**config.mk**
```make
export PLATFORM = sky130hd
export DESIGN_NAME = cmp_evt_irq_ctrl
export DESIGN_NICKNAME = d
export VERILOG_FILES = /design/src/rtl/cmp_evt_irq_pkg.sv /design/src/rtl/cmp_sync.sv /design/src/rtl/cmp_edge_det.sv /design/src/rtl/cmp_flag_reg.sv /design/src/rtl/cmp_pin_mask.sv /design/src/rtl/cmp_evt_irq_ctrl.sv
export SDC_FILE = /design/constraint.sdc
export NUM_CORES = 1
export LEC_CHECK = 0
export BUFFER_PORTS_ARGS = -buffer_cell sky130_fd_sc_hd__buf_2
export CORE_MARGIN = 3
export CORE_UTILIZATION = 25
export CTS_CLUSTER_SIZE = 8
export DETAILED_ROUTE_END_ITERATION = 7
export GPL_TIMING_DRIVEN = 0
export PLACE_DENSITY_LB_ADDON = 0.25
export SYNTH_ARGS = -nofsm -noshare
export SYNTH_HDL_FRONTEND = slang
export SYNTH_SLANG_ARGS = --single-unit
```
**constraint.sdc**
```tcl
create_clock -name clk_i -period 1.25 [get_ports clk_i]
set_input_delay 0.125 -clock clk_i [delete_from_list [all_inputs] [get_ports clk_i]]
set_output_delay 0.125 -clock clk_i [all_outputs]
set_load 0.01 [all_outputs]
```
**src/rtl/cmp_evt_irq_pkg.sv**
```systemverilog
package cmp_evt_irq_pkg;
  typedef enum logic [1:0] {
    MODE_ANY  = 2'b00,
    MODE_RSVD = 2'b01,
    MODE_FALL = 2'b10,
    MODE_RISE = 2'b11
  } evt_mode_e;

  localparam int unsigned CTRL_FLAG_BIT = 0;
  localparam int unsigned CTRL_EN_BIT   = 1;
  localparam int unsigned CTRL_CAP_BIT  = 2;
  localparam int unsigned CTRL_MODE_LSB = 3;

  typedef struct packed {
    evt_mode_e mode;
    logic      cap_en;
    logic      irq_en;
  } ctrl_cfg_t;
endpackage

```
**src/rtl/cmp_sync.sv**
```systemverilog
module cmp_sync #(
  parameter int unsigned STAGES = 2
) (
  input  logic clk_i,
  input  logic rst_ni,
  input  logic d_i,
  output logic q_o
);
  logic [STAGES-1:0] chain_q;

  for (genvar g = 0; g < STAGES; g++) begin : g_stage
    always_ff @(posedge clk_i or negedge rst_ni) begin
      if (!rst_ni) chain_q[g] <= 1'b0;
      else if (g == 0) chain_q[g] <= d_i;
      else chain_q[g] <= chain_q[(g == 0) ? 0 : g-1];
    end
  end

  assign q_o = chain_q[STAGES-1];
endmodule

```
**src/rtl/cmp_edge_det.sv**
```systemverilog
module cmp_edge_det
  import cmp_evt_irq_pkg::*;
(
  input  logic      clk_i,
  input  logic      rst_ni,
  input  logic      lvl_i,
  input  evt_mode_e mode_i,
  output logic      evt_o
);
  logic prev_q;
  logic rise, fall;

  always_ff @(posedge clk_i or negedge rst_ni) begin
    if (!rst_ni) prev_q <= 1'b0;
    else         prev_q <= lvl_i;
  end

  assign rise = lvl_i & ~prev_q;
  assign fall = ~lvl_i & prev_q;

  always_comb begin
    unique case (mode_i)
      MODE_ANY:  evt_o = rise | fall;
      MODE_FALL: evt_o = fall;
      MODE_RISE: evt_o = rise;
      default:   evt_o = 1'b0;
    endcase
  end
endmodule

```
**src/rtl/cmp_flag_reg.sv**
```systemverilog
module cmp_flag_reg (
  input  logic clk_i,
  input  logic rst_ni,
  input  logic set_i,
  input  logic ack_i,
  input  logic w1c_i,
  output logic flag_o
);
  logic flag_q;

  // set beats any clear so no event is dropped
  always_ff @(posedge clk_i or negedge rst_ni) begin
    if (!rst_ni)               flag_q <= 1'b0;
    else if (set_i)            flag_q <= 1'b1;
    else if (ack_i || w1c_i)   flag_q <= 1'b0;
  end

  assign flag_o = flag_q;
endmodule

```
**src/rtl/cmp_pin_mask.sv**
```systemverilog
module cmp_pin_mask #(
  parameter int unsigned NPIN  = 2,
  parameter int unsigned REG_W = 8
) (
  input  logic             clk_i,
  input  logic             rst_ni,
  input  logic             we_i,
  input  logic [REG_W-1:0] wdata_i,
  input  logic [NPIN-1:0]  pin_raw_i,
  output logic [NPIN-1:0]  pin_rd_o,
  output logic [REG_W-1:0] reg_rd_o
);
  logic [NPIN-1:0] dis_q;

  for (genvar g = 0; g < NPIN; g++) begin : g_pin
    always_ff @(posedge clk_i or negedge rst_ni) begin
      if (!rst_ni)   dis_q[g] <= 1'b0;
      else if (we_i) dis_q[g] <= wdata_i[g];
    end
    assign pin_rd_o[g] = pin_raw_i[g] & ~dis_q[g];
  end

  always_comb begin
    reg_rd_o = '0;
    reg_rd_o[NPIN-1:0] = dis_q;
  end
endmodule

```
**src/rtl/cmp_evt_irq_ctrl.sv**
```systemverilog
module cmp_evt_irq_ctrl
  import cmp_evt_irq_pkg::*;
#(
  parameter int unsigned NPIN        = 2,
  parameter int unsigned REG_W       = 8,
  parameter int unsigned SYNC_STAGES = 2
) (
  input  logic             clk_i,
  input  logic             rst_ni,
  input  logic             cmp_raw_i,
  input  logic             ctrl_we_i,
  input  logic [REG_W-1:0] ctrl_wdata_i,
  input  logic             didr_we_i,
  input  logic [REG_W-1:0] didr_wdata_i,
  input  logic             gie_i,
  input  logic             irq_ack_i,
  input  logic [NPIN-1:0]  pin_raw_i,
  output logic             irq_o,
  output logic             cap_trig_o,
  output logic             flag_o,
  output logic [REG_W-1:0] ctrl_rd_o,
  output logic [REG_W-1:0] didr_rd_o,
  output logic [NPIN-1:0]  pin_rd_o
);
  localparam int unsigned CFG_W = $bits(ctrl_cfg_t);

  ctrl_cfg_t cfg_q;
  logic      cmp_sync_lvl;
  logic      evt;
  logic      w1c;

  always_ff @(posedge clk_i or negedge rst_ni) begin
    if (!rst_ni) begin
      cfg_q <= '{mode: MODE_ANY, cap_en: 1'b0, irq_en: 1'b0};
    end else if (ctrl_we_i) begin
      cfg_q.irq_en <= ctrl_wdata_i[CTRL_EN_BIT];
      cfg_q.cap_en <= ctrl_wdata_i[CTRL_CAP_BIT];
      cfg_q.mode   <= evt_mode_e'(ctrl_wdata_i[CTRL_MODE_LSB +: 2]);
    end
  end

  assign w1c = ctrl_we_i & ctrl_wdata_i[CTRL_FLAG_BIT];

  cmp_sync #(.STAGES(SYNC_STAGES)) u_sync (
    .clk_i (clk_i),
    .rst_ni(rst_ni),
    .d_i   (cmp_raw_i),
    .q_o   (cmp_sync_lvl)
  );

  cmp_edge_det u_edge (
    .clk_i (clk_i),
    .rst_ni(rst_ni),
    .lvl_i (cmp_sync_lvl),
    .mode_i(cfg_q.mode),
    .evt_o (evt)
  );

  cmp_flag_reg u_flag (
    .clk_i (clk_i),
    .rst_ni(rst_ni),
    .set_i (evt),
    .ack_i (irq_ack_i),
    .w1c_i (w1c),
    .flag_o(flag_o)
  );

  cmp_pin_mask #(.NPIN(NPIN), .REG_W(REG_W)) u_pin (
    .clk_i    (clk_i),
    .rst_ni   (rst_ni),
    .we_i     (didr_we_i),
    .wdata_i  (didr_wdata_i),
    .pin_raw_i(pin_raw_i),
    .pin_rd_o (pin_rd_o),
    .reg_rd_o (didr_rd_o)
  );

  assign irq_o      = flag_o & cfg_q.irq_en & gie_i;
  assign cap_trig_o = cfg_q.cap_en & cmp_sync_lvl;

  always_comb begin
    ctrl_rd_o = '0;
    ctrl_rd_o[CTRL_FLAG_BIT]          = flag_o;
    ctrl_rd_o[CTRL_MODE_LSB-1 -: CFG_W-2] = {cfg_q.cap_en, cfg_q.irq_en};
    ctrl_rd_o[CTRL_MODE_LSB +: 2]     = cfg_q.mode;
  end
endmodule

```
==> metrics.md <==
| Metric | Value |
|---|---|
| Core region area | 1780 um2 |
| Setup crit start kind | flop |
| Die area | ~2500 um2 |
| Fin. max-slew vios | 0 |
| Seq cells post-synth | 10 |
| Reg2reg start | u_sync.q_o |
| Yosys top cell area share | 51.0% |
| IO Pins | 46 |
| Worst slack at placement | -65.7 ps |
| Final Critical Period | between 1000 and 1500 ps |
| Tot GR Track Use | under 10% |
| Mapped cell area | ~490 um2 |
| Post-DP Area | roughly 690 um2 |
| Avg Cell Area, Syn | approximately 12 um2 |
| Power Dens Cells | approximately 1100 nW/um2 |
| Setup ws final | ~2.3 ps |
| CP max FO | 3 |
| Unrepaired setup endpoints after global routing | true |
| Die Span X | between 50 and 60 um |
| Reg area | 250 um2 |
| Leak pwr | about 0.42 nW |
| Largest family of logic cells by synthesized area | buffers and inverters |
| Vias per Instance | 3.72 |
| Hold path startpoint | didr_wdata_i[1] |
| Max Freq | about 800 MHz |
| Clk_lat worst skew | roughly 250 ps |
| Hold EP | u_pin.reg_rd_o[1] |
| CP endpoint kind | flop |
| Number of buffers added on ports | 27 |
| Num CTS Buffers | 3 |
| Row count | 15 |
| Vias in the first global route | 379 |
| Multiplexer share of the synthesized area | between 15 and 20% |
| Largest net degree at the start of global routing | 11 |
| # diodes | 0 |
| Crit path launch | u_sync.q_o |
| Worst Hold Class | input pin to flop |
| CP Class | flop to flop |
| Worst Path Arrival | between 1000 and 1500 ps |
| Post-Synth Adder-Cell Area | 5.10% |
| Status | completed |
| VDD IR max | ~0.6 mV |
| Placed cells | 100 |
| Xor-xnor portion of the synthesized cell area | 0% |
| Die H | 50.3 um |
| H-tree depth | 1 |
| Clock tree root buffer cell | clkbuf_4 |
| Sink Count | 10 |
| Library cells used by synthesis | 12 |
| Initial antenna violation count | 0 |
| Seq/Total Area, Yosys | 51.0% |
| R2r setup slk | 2 ps |
| Final worst-path cycle share | 99.8% |
| Maxcap violations | 0 |
| DRT iter0 DRCs | 2 |
| Ranking of synthesized cells by area | dfrtp_1, mux2_1, buf_4 |
| First-pass GRT wire length | 1460 um |
| Synth Instances | 40 |
| R2R cell count | 4 |
| Bufs on Longest Clock Path | 2 |
| # setup viols final | 0 |
| RePlAce Congestion | 0.608 |
| Post-synthesis simple-gate area fraction | 8.16% |
| Clk_skew | 0.544 ps |
| Non-filler cells, final | approximately 110 |
| Final hold vios | 0 |
| Antenna-violating nets left | 0 |
| DR pass1 iterations | 4 |
| Clock transition at path regs | around 60 ps |
| CTS tree | yes |
| DR vias | between 300 and 400 |
| Share of cells above drive strength 1 | between 50 and 60% |
| Nets | 110 |
| Synth Flop Type | dfrtp_1 |
| Crit path required time | ~1400 ps |
| Reg-to-reg endpoint | u_flag.flag_o |
| Post-synth EDFFs | 0 |
| Post-synthesis compound-gate area fraction | 2.04% |
| Multi-input logic area | slightly below 200 um2 |
| FFs w/ async S/R, synth | 100% |
| P&R area growth vs syn | 54.8% |
| Total Wirelength | between 900 and 1000 um |
| Number of synthesis warnings | 0 |
| Grt ovf | 0 |
| Initial Util | between 20 and 30% |
| WL/cell | around 8.5 um |
| Hold path depth | 2 |
| Post-route cell area | between 700 and 800 um2 |
| Total negative slack | 0 ps |
| Fill count | 179 |
| Cell taking the most area after synthesis | dfrtp_1 |
| Post-synth top cells | buf_4, dfrtp_1, mux2_1 |
| Number of remaining DRC errors | 0 |
-- how the worst max path moves through the flow --
stage | cells past startpoint | endpoint
3_5_place_dp | 4 | u_flag.flag_o
2_1_floorplan | 3 | u_flag.flag_o
6_report | 4 | u_flag.flag_o
4_1_cts | 4 | u_flag.flag_o
3_3_place_gp | 4 | u_flag.flag_o
5_1_grt | 4 | u_flag.flag_o
-- layout by cell type (no fill, tap or decap), drive strengths merged --
master,count
clkbuf,4
dlygate4sd3,2
nand2,1
nor2b,3
dfrtp,10
a221o,1
inv,2
buf,38
conb,9
mux2,7
ha,2
and2,1
nor3,1
and3,1
-- kinds of logic (layout without fill, tap and decap cells) --
| group | count (synthesis) | after routing |
|---|---|---|
| buffers and inverters | 12 | 46 |
| flip-flops | 10 | 10 |
| multiplexers | 7 | 7 |
| AND/OR/NAND/NOR | 7 | 7 |
| adder cells (fa/ha/maj) | 2 | 2 |
| other | 1 | 9 |
| AO/OA/AOI/OAI | 1 | 1 |
-- registers in the layout, indices dropped and copies added, names as in the netlist --
register and flops:
u_sync.q_o 1, u_edge.prev_q 1, u_sync.chain_q 1, ctrl_rd_o 4, u_pin.reg_rd_o 2, u_flag.flag_o 1
-- per-layer routing --
layer | vias to the layer above | part of all wire [%] | GRT usage, %
met2 | 28 | 43 | 10.9
met3 | 0 | 15 | 2.67
met5 | - | 0 | 0
met4 | 0 | 0 | 4.04
li1 | 198 | - | -
met1 | 172 | 42 | 10.1
-- through the flow --
step	hold slack [ps]	util, %	total power, mW
after global placement	-5.23	38.5	0.557
final	80.4	42.6	0.840
after detailed placement	-2.24	38.5	0.560
after floorplan	-171	-	0.479
after CTS	70.0	42.6	0.857
after global routing	73.8	42.6	0.896
-- power by group --
group          internal (mW)  switching (mW)
sequential             0.354          0.0215
combinational          0.105          0.0814
clock                  0.176           0.102
-- cell type report --
| class | instances | area share, % |
|---|---|---|
| multi-input cells | 26 | 25.9 |
| repair buffers | 30 | 21.4 |
| clock buffers | 4 | 4.78 |
| flip-flops and latches | 10 | 32.9 |
| inverters | 2 | 0.988 |
| plain buffers | 10 | 9.88 |
| well taps | 25 | 4.12 |
-- worst max-delay path: stages, from the launching register on --
cell	delay (ps)
dfrtp_1	370
inv_1	50
ha_2	160
mux2_4	260
a221o_1	290
-- timing repair --
action / 4_1_cts / 5_1_grt
buffers inserted: 1 / 0
resized for setup: 3 / 0
hold buffers: 2 / 0
pin swaps: 2 / 1
endpoints found under the hold margin: 11 / 0
setup endpoints to repair: 1 / 1
cloned: 0 / 0
No activity file was read; power rests on OpenSTA's default activity.
